==> src/rtl/i2c_addr_cmp.sv <==
module i2c_addr_cmp #(
  parameter int W = 8
) (
  input  logic         clk,
  input  logic         rst_n,
  input  logic         start_det,
  input  logic         stop_det,
  input  logic         rx_valid,
  input  logic [W-1:0] rx_byte,
  input  logic         ten_bit_mode,
  input  logic         cpu_we,
  input  logic [W-1:0] cpu_wdata,
  output logic [W-1:0] cfg_rdata,
  output logic         addr_match,
  output logic         rx_dir
);

  logic [W-1:0] areg, pend_d, eff_d;
  logic         armed, pend_v, eff_we, hit, take;

  assign cfg_rdata = areg;
  assign eff_we    = (cpu_we | pend_v) & ~armed;
  assign eff_d     = cpu_we ? cpu_wdata : pend_d;
  assign hit       = ten_bit_mode ? (rx_byte == areg) : (rx_byte[W-1:1] == areg[W-1:1]);
  assign take      = rx_valid & armed & ~start_det & ~stop_det;

  always_ff @(posedge clk or negedge rst_n) begin
    if (!rst_n) begin
      armed <= 1'b0;
    end else if (start_det) begin
      armed <= 1'b1;
    end else if (stop_det | rx_valid) begin
      armed <= 1'b0;
    end
  end

  always_ff @(posedge clk or negedge rst_n) begin
    if (!rst_n) begin
      pend_v <= 1'b0;
      pend_d <= '0;
    end else if (cpu_we & armed) begin
      pend_v <= 1'b1;
      pend_d <= cpu_wdata;
    end else if (!armed) begin
      pend_v <= 1'b0;
    end
  end

  always_ff @(posedge clk or negedge rst_n) begin
    if (!rst_n) begin
      areg <= '0;
    end else if (eff_we) begin
      areg <= {eff_d[W-1:1], eff_d[0] & ~stop_det};
    end else if (stop_det) begin
      areg[0] <= 1'b0;
    end
  end

  always_ff @(posedge clk or negedge rst_n) begin
    if (!rst_n) begin
      addr_match <= 1'b0;
      rx_dir     <= 1'b0;
    end else if (start_det | stop_det) begin
      addr_match <= 1'b0;
      rx_dir     <= 1'b0;
    end else if (take) begin
      addr_match <= hit;
      rx_dir     <= hit & rx_byte[0];
    end
  end


  start_clr_chk: assert property (@(posedge clk) disable iff (!rst_n)
    start_det |=> !addr_match && !rx_dir);


  stop_clr_chk: assert property (@(posedge clk) disable iff (!rst_n)
    stop_det |=> !addr_match && !cfg_rdata[0]);


  only_first_chk: assert property (@(posedge clk) disable iff (!rst_n)
    (rx_valid && !armed && !start_det && !stop_det) |=> $stable(addr_match) && $stable(rx_dir));


  dir_needs_match_chk: assert property (@(posedge clk) disable iff (!rst_n)
    !addr_match |-> !rx_dir);


  write_defer_chk: assert property (@(posedge clk) disable iff (!rst_n)
    (cpu_we && armed) |=> $stable(cfg_rdata[W-1:1]));


  idle_write_chk: assert property (@(posedge clk) disable iff (!rst_n)
    (cpu_we && !armed) |=> cfg_rdata[W-1:1] == $past(cpu_wdata[W-1:1]));


  ten_miss_chk: assert property (@(posedge clk) disable iff (!rst_n)
    (take && ten_bit_mode && rx_byte != cfg_rdata) |=> !addr_match);

endmodule

==> config.mk <==
export PLATFORM = sky130hd
export DESIGN_NAME = i2c_addr_cmp
export DESIGN_NICKNAME = d
export VERILOG_FILES = /design/src/rtl/i2c_addr_cmp.sv
export SDC_FILE = /design/constraint.sdc
export NUM_CORES = 1
export LEC_CHECK = 0
export ABC_AREA = 1
export ABC_CLOCK_PERIOD_IN_PS = 900
export BUFFER_PORTS_ARGS = -buffer_cell sky130_fd_sc_hd__buf_2
export CAP_MARGIN = 10
export CORE_UTILIZATION = 30
export DETAILED_ROUTE_END_ITERATION = 12
export GPL_ROUTABILITY_DRIVEN = 0
export PLACE_DENSITY = 0.62
export SYNTH_ARGS = -nofsm -noshare
export SYNTH_HDL_FRONTEND = slang
export SYNTH_SLANG_ARGS = --single-unit
export TNS_END_PERCENT = 10
==> constraint.sdc <==
create_clock -name clk -period 0.9 [get_ports clk]
set_input_delay 0.045 -clock clk [delete_from_list [all_inputs] [get_ports clk]]
set_output_delay 0.045 -clock clk [all_outputs]
set_load 0.02 [all_outputs]
---- After elaboration in Yosys (flattened, before gate mapping) ----
Cells that the tools add are included.
storage, ports and cells
  flip-flop bits (word level) ............. 20
  output and inout bits ................... 10
operators by class
  equality and inequality tests ........... 3
  muxes and demuxes ....................... 12
  bitwise operators ....................... 13
  reductions and logical operators ........ 3
operators with widths
  kind                  number
  $mux W1               11
  $eq A8 B8 Y1          1
  $mux W8               1
  $and A1 B1 Y1         7
  $eq A7 B7 Y1          1
  $reduce_bool A2 Y1    3
  $not A1 Y1            3
  $or A1 B1 Y1          3
  $ne A2 B1 Y1 const B  1

---- Longest topological paths before layout ----
Gate-level depths: netlist of the first run.
  word-level depth ........................ 5
  mapped depth ............................ 8
  gate-level depth less buffers ........... 8

---- Least setup slack after synthesis of the first run ----
OpenSTA, ideal clock, no wires.
  path kind ............................... reg-to-reg
  from .................................... register areg[5] (netlist: cfg_rdata[5])
  to ...................................... register rx_dir
  data required time ...................... 0.835 ns
  arrival ................................. 0.967 ns
  cell stages (with the launch flop) ...... 9
  buffers on the path ..................... 0
  path slack .............................. -0.132 ns
  cell sequence ........................... dfrtp_1 -> inv_1 -> nand2_1 -> nand2_1 -> nor2_1 -> nand2_1 -> nor2_1 -> nand3_1 -> nand2_1
between the ends
  longest elaborated chain between the ends .. 5
RTL lines
  item                                          RTL line  RTL
  start: declaration                            18        logic [W-1:0] areg, pend_d, eff_d;
  start signal: assignment                      53        areg <= {eff_d[W-1:1], eff_d[0] & ~stop_det};
  $eq A8 B8 Y1 or $eq A7 B7 Y1 (tied branches)  24        assign hit = ten_bit_mode ? (rx_byte == areg) : (rx_byte[W-1:1] == areg[W-1:1]);
  $mux W1 *                                     24
  $and A1 B1 Y1 *                               68        rx_dir <= hit & rx_byte[0];
  $mux W1 *                                     66        end else if (take) begin
  $mux W1 *                                     63        end else if (start_det | stop_det) begin
  end signal: assignment                        68
  end: declaration                              15        output logic rx_dir
Mark *: on every way between the ends. The rest lies on a longest branch, timed or not. The select of a mux whose other input is x is not followed.
A chain may end at the register's enable or synchronous reset.

---- Final worst setup path of the first run ----
  from .................................... register pend_v
  to ...................................... register areg[6] (netlist: cfg_rdata[6])
between the ends
  longest elaborated chain between the ends .. 2
RTL lines
  item                      RTL line  RTL
  start: declaration        19        logic armed, pend_v, eff_we, hit, take;
  start signal: assignment  39        pend_v <= 1'b0;
  start signal: assignment  42        pend_v <= 1'b1;
  start signal: assignment  45        pend_v <= 1'b0;
  $or A1 B1 Y1              22        assign eff_we = (cpu_we | pend_v) & ~armed;
  $and A1 B1 Y1             22
Every way passes these cells.

==> results of run 1 <==
layer usage:
layer | GRT usage [%] | vias to the layer above | share of wire (%)
met3 | 1.919 | 2 | 3.2
met5 | 0 | - | 0
met4 | 4.870 | 0 | 0.16
met2 | 27.32 | 18 | 53
met1 | 19.06 | 436 | 43
li1 | - | 514 | -
synthesized netlist by cell type (all sizes together):
cell    instances
o31ai           1
inv            21
dfrtp          20
a31oi           5
mux2            5
nand2          44
o21ai           8
o211ai          3
nor2           16
nand3           2
nand4           1
buf             3
registers in the layout, indices dropped and copies added (netlist names):
signal,flops
rx_dir,1
armed,1
addr_match,1
pend_d,8
cfg_rdata,8
pend_v,1
where the power goes:
group | internal (mW) | total (mW) | switching [mW]
logic | 0.425 | 0.817 | 0.392
registers | 1.03 | 1.13 | 0.0948
clock network | 0.156 | 0.424 | 0.268
logic make-up (layout without fill, tap and decap cells):
logic type,Yosys count,in the layout,synth area share (%)
buffers and inverters,24,81,10.39
AND/OR/NAND/NOR,63,63,23.84
multiplexers,5,5,6.968
flip-flops,20,20,48.90
AO/OA/AOI/OAI,17,17,9.901
worst paths after layout:
path	start	endpoint	slack, ps	depth (start not counted)
worst max register to register	pend_v$_DFFE_PN0P_	cfg_rdata[6]$_DFFE_PN0P_	-200	3
max in group asynchronous	rst_n	cfg_rdata[4]$_DFFE_PN0P_	360	2
worst max-delay path	pend_v$_DFFE_PN0P_	cfg_rdata[6]$_DFFE_PN0P_	-200	3
worst min register to register	rx_dir$_DFFE_PN0P_	rx_dir$_DFFE_PN0P_	490	2
worst min-delay path	cpu_wdata[5]	cfg_rdata[5]$_DFFE_PN0P_	9	3
min in group asynchronous	rst_n	pend_d[4]$_DFFE_PN0P_	210	2
worst register-to-register path, stage by stage, from the launching register on:
cell and delay (ps):
dfrtp_1 430, o21ai_4 190, clkinvlp_4 210, a31oi_1 190
area by class of cell:
cell class | count | area [sq um]
clock buffer | 3 | 22.52
multi-input combinational | 85 | 437.9
tap | 44 | 55.05
inverter | 21 | 78.83
fill | 331 | 1632
timing repair inverter | 1 | 7.507
sequential | 20 | 508.0
timing repair buffer | 56 | 411.6
what timing repair did:
action                     4_1_cts  5_1_grt
cloned                           1        0
setup endpoints to repair       29       29
hold buffers                    10        0
pin swaps                        3        0
resized for setup               16        8
hold endpoints to repair        27        0
==> impl_metrics.json, run 1 <==
{
  "track_usage_pct": 15.25,
  "cp_max_fo": 8,
  "cts.sinks": 20,
  "rows": 20,
  "worst_ep_arrival_time_ps": 1320,
  "yosysWarnings": 0,
  "utilization_pct": 48.25,
  "clkTransAtPathRegs_ps": 110,
  "drt-total-wl_microns": 2516,
  "ys_top_cells_by_area": "dfrtp_1, nand2_1, inv_1, mux2_4, nor2_1",
  "syn-cell-area_sq_um": 1023,
  "grt_pass1_vias": 1002,
  "power_mw": 2.368,
  "final-instance-count-excl-fill": 230,
  "cts_made_buffers": 3,
  "ir_worst_vdd_uv": 742.7,
  "path_cells": "o21ai_4, clkinvlp_4, a31oi_1",
  "worstSetupPathType": "reg2reg",
  "dp.cells": 216,
  "start_kind": "flip-flop",
  "setup_tns_ps": -2983,
  "syn_area_per_cell_sq_um": 7.934,
  "failed_checks": "setup timing",
  "holdCritPathClass": "in2reg",
  "finalHoldViolations": 0,
  "slowest_delay_ps": 430,
  "period_share_pct": 122.5,
  "fp.dieW_microns": 60.41,
  "grt_first_pass_wirelength_microns": 4146,
  "grt_max_degree": 21,
  "syn-num-nets": 152,
  "drtIter0Drc": 25,
  "status": "finished, violations left",
  "hold_slack_ps": 9.340,
  "root_buffer": "clkbuf_4",
  "slowest_stage": "dfrtp_1",
  "start_util_pct": 32.46,
  "wire_per_inst_microns": 10.94,
  "clkLatencyLatePin_ps": 300,
  "fin_skew_ps": 2.217,
  "tightest_slew_ps": 446.4,
  "dr_total_vias": 970,
  "syn_inst": 129,
  "yosysUniqueCellTypes": 17,
  "cts_tree": "done",
  "setup_viol": 27,
  "cp_top_family": "flip-flops",
  "drv_cap": 0,
  "synth_top_area_share_pct": 48.90,
  "pre_cts_ws_ps": -171.0,
  "dp_hpwl_microns": 1774,
  "die-height_microns": 60.41,
  "drive_gt1_share_pct": 36.56,
  "p_per_area_nw_per_um2": 1556,
  "htreeDepth": 1,
  "place_area_sq_um": 1324,
  "viasPerCell": 4.217,
  "clockBufferDepth": 2,
  "fin_crit_ps": 1103,
  "core_sq_um": 3153,
  "yosysSeqAreaShare_pct": 48.90,
  "ant_nets": 0,
  "nets": 211,
  "antenna_cells": 0,
  "drc": 0,
  "layout_commonest_cell": "nand2_1",
  "p_leak_nw": 0.8226,
  "antenna_found_initial": 0,
  "slew_violations": 0,
  "synth.largest_area_cell": "dfrtp_1",
  "ys_seq_elements": 20,
  "final_cell_mix": "nand2_1, buf_2, inv_1",
  "path_buf_inv": 1,
  "post_cts_buffers": 0,
  "fmax_ghz": 0.9067,
  "endpoint_kind": "flip-flop",
  "relSlewSlack_pct": 70.24,
  "grt_overflow": 0,
  "rsz0062_at_grt": "true",
  "final_cell_area_sq_um": 1521,
  "drtPass1Iterations": 4,
  "cp.required_ps": 1120,
  "fp.dieArea_sq_um": 3649,
  "io_pins": 33,
  "fin_ws_ps": -202.9,
  "io_buffers": 32,
  "area_delta_synth_final_pct": 48.66
}
Note: power is estimated with default switching activity, not from simulation.
==> run 2, diff against run 1 <==
--- a/config.mk
+++ b/config.mk
@@ -13,6 +13,7 @@
 export DETAILED_ROUTE_END_ITERATION = 12
 export GPL_ROUTABILITY_DRIVEN = 0
 export PLACE_DENSITY = 0.62
+export RECOVER_POWER = 50
 export SYNTH_ARGS = -nofsm -noshare
 export SYNTH_HDL_FRONTEND = slang
 export SYNTH_SLANG_ARGS = --single-unit
==> impl_metrics.json, run 2 (synthesis gave the netlist of run 1 again) <==
{
  "status": "finished, violations left",
  "failed_checks": "setup timing",
  "fin_crit_ps": 1103,
  "worst_ep_arrival_time_ps": 1320,
  "endpoint_kind": "flip-flop",
  "fin_ws_ps": -202.8,
  "final_cell_mix": "nand2_1, buf_2, inv_1",
  "track_usage_pct": 15.25,
  "io_buffers": 32,
  "dp_hpwl_microns": 1774,
  "finalHoldViolations": 0,
  "antenna_cells": 0,
  "layout_commonest_cell": "nand2_1",
  "drtIter0Drc": 23,
  "io_pins": 33,
  "path_cells": "o21ai_4, clkinvlp_4, a31oi_1",
  "wire_per_inst_microns": 10.94,
  "utilization_pct": 48.25,
  "grt_max_degree": 21,
  "start_util_pct": 32.46,
  "grt_overflow": 0,
  "slew_violations": 0,
  "fp.dieW_microns": 60.41,
  "post_cts_buffers": 0,
  "final-instance-count-excl-fill": 230,
  "root_buffer": "clkbuf_4",
  "clkTransAtPathRegs_ps": 110,
  "worstSetupPathType": "reg2reg",
  "cp_top_family": "flip-flops",
  "ant_nets": 0,
  "ir_worst_vdd_uv": 742.7,
  "drive_gt1_share_pct": 36.56,
  "clkLatencyLatePin_ps": 300,
  "grt_first_pass_wirelength_microns": 4146,
  "dp.cells": 216,
  "drv_cap": 0,
  "area_delta_synth_final_pct": 48.66,
  "setup_viol": 27,
  "slowest_stage": "dfrtp_1",
  "slowest_delay_ps": 430,
  "fmax_ghz": 0.9068,
  "die-height_microns": 60.41,
  "antenna_found_initial": 0,
  "nets": 211,
  "p_leak_nw": 0.8228,
  "relSlewSlack_pct": 66.81,
  "clockBufferDepth": 2,
  "tightest_slew_ps": 497.9,
  "drt-total-wl_microns": 2517,
  "p_per_area_nw_per_um2": 1557,
  "period_share_pct": 122.5,
  "rows": 20,
  "drc": 0,
  "cts_tree": "done",
  "pre_cts_ws_ps": -171.0,
  "cts_made_buffers": 3,
  "start_kind": "flip-flop",
  "drtPass1Iterations": 4,
  "fillerInstances": 331,
  "cp_max_fo": 8,
  "cp.required_ps": 1120,
  "fin_skew_ps": 2.193,
  "core_sq_um": 3153,
  "dr_total_vias": 971,
  "fp.dieArea_sq_um": 3649,
  "rsz0062_at_grt": "true",
  "path_buf_inv": 1,
  "cts.sinks": 20,
  "setup_tns_ps": -2985,
  "holdCritPathClass": "in2reg",
  "htreeDepth": 1,
  "grt_pass1_vias": 1002,
  "viasPerCell": 4.222
}
==> run 2: cell types whose count changed in the layout (fill, tap and decap cells not counted), sizes merged <==
cell	previous run	this run
buf	46	45
clkbuf	3	4
==> run 2: final timing paths <==
path                                     from                  endpoint  slack [ps]  depth (start not counted)
min in group asynchronous               rst_n     pend_d[4]$_DFFE_PN0P_         220                          2
hold reg to reg            rx_dir$_DFFE_PN0P_        rx_dir$_DFFE_PN0P_         490                          2
hold / removal                   cpu_wdata[5]  cfg_rdata[5]$_DFFE_PN0P_           9                          3
max in group asynchronous               rst_n  cfg_rdata[4]$_DFFE_PN0P_         320                          2
setup reg to reg           pend_v$_DFFE_PN0P_  cfg_rdata[6]$_DFFE_PN0P_        -200                          3
setup / recovery           pend_v$_DFFE_PN0P_  cfg_rdata[6]$_DFFE_PN0P_        -200                          3
==> run 2: through the flow <==
stage               total power [mW]  instance area [sq um]  hold WS [ps]
floorplan                      1.496                   1031        -250.6
global placement               1.799                   1324         13.86
detailed placement             1.815                   1324         21.09
CTS                            2.362                   1501         7.371
global route                   2.522                   1521         7.626
finish                         2.368                   1521         9.340
==> run 2: per-layer routing <==
layer | wire length, microns | global-route usage (%) | up-vias
li1 | - | - | 514
met1 | 1090 | 19.06 | 437
met2 | 1340 | 27.32 | 18
met3 | 81 | 1.919 | 2
met4 | 4 | 4.870 | 0
met5 | 0 | 0 | -
==> run 2: final cells by class <==
| type | instances | area [sq um] | area share (%) |
|---|---|---|---|
| flip-flops and latches | 20 | 508.0 | 33.39 |
| multi-input cells | 85 | 437.9 | 28.78 |
| repair buffers | 56 | 411.6 | 27.06 |
| inverters | 21 | 78.83 | 5.181 |
| well taps | 44 | 55.05 | 3.618 |
| clock buffers | 3 | 22.52 | 1.480 |
| repair inverters | 1 | 7.507 | 0.4934 |
==> run 2: power breakdown <==
group | switching, mW | internal, mW | total [mW]
registers | 0.0950 | 1.03 | 1.13
logic | 0.392 | 0.425 | 0.817
clock network | 0.268 | 0.156 | 0.424
total | 0.755 | 1.61 | 2.37
==> run 2: worst reg2reg max path, delay by kind of cell (launching register included) <==
kind            cells  cell delay, ps
compound gates      2             380
buf+inv             1             210
flops               1             430
==> run 2: what timing repair did <==
item / CTS / global route
hold buffers: 10 / 0
endpoints found under the hold margin: 27 / 0
endpoints found under the setup margin: 29 / 29
pin swaps: 3 / 0
gates cloned: 1 / 0
gates resized for setup: 16 / 8
==> run 3, diff against run 2 <==
--- a/config.mk
+++ b/config.mk
@@ -8,11 +8,10 @@
 export ABC_AREA = 1
 export ABC_CLOCK_PERIOD_IN_PS = 900
 export BUFFER_PORTS_ARGS = -buffer_cell sky130_fd_sc_hd__buf_2
-export CAP_MARGIN = 10
-export CORE_UTILIZATION = 30
+export CORE_UTILIZATION = 40
 export DETAILED_ROUTE_END_ITERATION = 12
 export GPL_ROUTABILITY_DRIVEN = 0
-export PLACE_DENSITY = 0.62
+export PLACE_DENSITY = 0.76
 export RECOVER_POWER = 50
 export SYNTH_ARGS = -nofsm -noshare
 export SYNTH_HDL_FRONTEND = slang
==> impl_metrics.json, run 3 (synthesis gave the netlist of run 1 again) <==
{
  "reg2reg_setup_slack_ps": -200,
  "grt_pass1_vias": 951,
  "min_to": "pend_d[1]$_DFFE_PN0P_",
  "setup_viol": 27,
  "wire_per_inst_microns": 11.77,
  "track_usage_pct": 19.63,
  "clkTransAtPathRegs_ps": 120,
  "viasPerCell": 4.802,
  "failed_checks": "setup timing",
  "r2r_start": "pend_v$_DFFE_PN0P_",
  "die-height_microns": 52.59,
  "antenna_found_initial": 0,
  "period_share_pct": 121.7,
  "antenna_cells": 0,
  "cts_tree": "done",
  "nets": 213,
  "grt_first_pass_wirelength_microns": 3912,
  "dr_total_vias": 1042,
  "dp_hpwl_microns": 1736,
  "clkLatencyLatePin_ps": 300,
  "ir_worst_vdd_uv": 1155,
  "cp_max_fo": 8,
  "ant_nets": 0,
  "min-delay-start": "cpu_wdata[1]",
  "rows": 17,
  "worst_ep_arrival_time_ps": 1290,
  "fin_ws_ps": -195.3,
  "fp.dieW_microns": 52.59,
  "drive_gt1_share_pct": 40.74,
  "worstSetupPathType": "reg2reg",
  "p_leak_nw": 0.8456,
  "fin_skew_ps": 3.542,
  "core_sq_um": 2318,
  "r2r_cells": 4,
  "grt_overflow": 0,
  "fp.dieArea_sq_um": 2765,
  "finalHoldViolations": 0,
  "htreeDepth": 1,
  "utilization_pct": 66.76,
  "io_buffers": 32,
  "layout_commonest_cell": "nand2_1",
  "drt-total-wl_microns": 2555,
  "tightest_slew_ps": 495.3,
  "hold_depth": 3,
  "drc": 0,
  "fmax_ghz": 0.9130,
  "slew_violations": 0,
  "fin_crit_ps": 1095,
  "drtPass1Iterations": 4,
  "rsz0062_at_grt": "true",
  "cp.required_ps": 1100,
  "endpoint_kind": "flip-flop",
  "drv_cap": 0,
  "cts_made_buffers": 3,
  "clockBufferDepth": 2,
  "fillerInstances": 195,
  "drtIter0Drc": 26,
  "holdCritPathClass": "in2reg",
  "area_delta_synth_final_pct": 51.22,
  "io_pins": 33,
  "start_kind": "flip-flop",
  "final_cell_mix": "nand2_1, buf_2, inv_1",
  "grt_max_degree": 21,
  "cts.sinks": 20,
  "root_buffer": "clkbuf_4",
  "status": "finished, violations left",
  "start_util_pct": 44.14,
  "relSlewSlack_pct": 66.98,
  "power_mw": 2.522,
  "p_per_area_nw_per_um2": 1629,
  "r2r_end": "cfg_rdata[6]$_DFFE_PN0P_"
}
## run 3: cell count changes in the layout (fill, tap and decap cells not counted), moves of 2 or more
cell,previous run,this run
buf_4,10,12
inv_1,19,17
inv_2,2,4
nand2_1,43,41
o21ai_0,4,2
o21ai_2,0,2
## run 3: timing repair
| action | CTS | global route |
|---|---|---|
| gates cloned | 0 | 1 |
| hold endpoints to repair | 31 | 0 |
| pin swaps | 1 | 5 |
| gates resized for setup | 8 | 25 |
| setup buffers | 1 | 3 |
| setup endpoints to repair | 29 | 29 |
| hold buffers | 10 | 0 |
## run 3: worst max-delay path, stage by stage (launching register included)
cell,delay [ps]
dfrtp_1,430
o21ai_4,190
clkinvlp_4,200
nor2_1,120
a31oi_1,50
## run 3: how the worst max path moves through the flow
stage / cells after the start / slack (ps) / endpoint / startpoint
2_1_floorplan: 3 / -90 / pend_d[0]$_DFFE_PN0P_ / armed$_DFFE_PN0P_
3_3_place_gp: 2 / -120 / pend_d[5]$_DFFE_PN0P_ / armed$_DFFE_PN0P_
3_5_place_dp: 2 / -150 / pend_d[5]$_DFFE_PN0P_ / armed$_DFFE_PN0P_
4_1_cts: 7 / -160 / rx_dir$_DFFE_PN0P_ / cfg_rdata[6]$_DFFE_PN0P_
5_1_grt: 6 / -260 / rx_dir$_DFFE_PN0P_ / armed$_DFFE_PN0P_
6_report: 4 / -200 / cfg_rdata[6]$_DFFE_PN0P_ / pend_v$_DFFE_PN0P_
## run 3: through the flow
step           hold slack, ps  worst slack [ps]  TNS, ps  instances  cell area, sq um
2_1_floorplan          -250.6            -93.57   -930.8        129              1031
3_3_place_gp            14.29            -119.6    -1344        198              1289
3_5_place_dp            13.62            -149.0    -1921        198              1289
4_1_cts                 2.630            -163.6    -2782        213              1460
5_1_grt                 16.05            -262.7    -4172        217              1548
6_report               0.1236            -195.3    -2909        217              1548
## run 3: layout make-up
class	instances	area (sq um)	share of cell area [%]
Inverter	21	78.83	5.093
Tap cell	28	35.03	2.264
Sequential cell	20	508.0	32.82
Timing Repair Buffer	58	426.7	27.57
Timing Repair inverter	1	7.507	0.4850
Clock buffer	4	36.28	2.344
Multi-Input combinational cell	85	455.4	29.43
## run 3: where the power goes
part           switching [mW]  internal, mW  total [mW]
clock network           0.285         0.247       0.532
registers               0.105          1.03        1.14
logic                   0.406         0.447       0.853
total                   0.796          1.73        2.52
## run 3: layer usage
metal  track usage [%]  vias up  share of wire, %
met2             31.65       32                50
met1             25.64      479                43
met5                 0        -                 0
li1                  -      525                 -
met3             4.058        6               5.1
met4             7.456        0               1.5
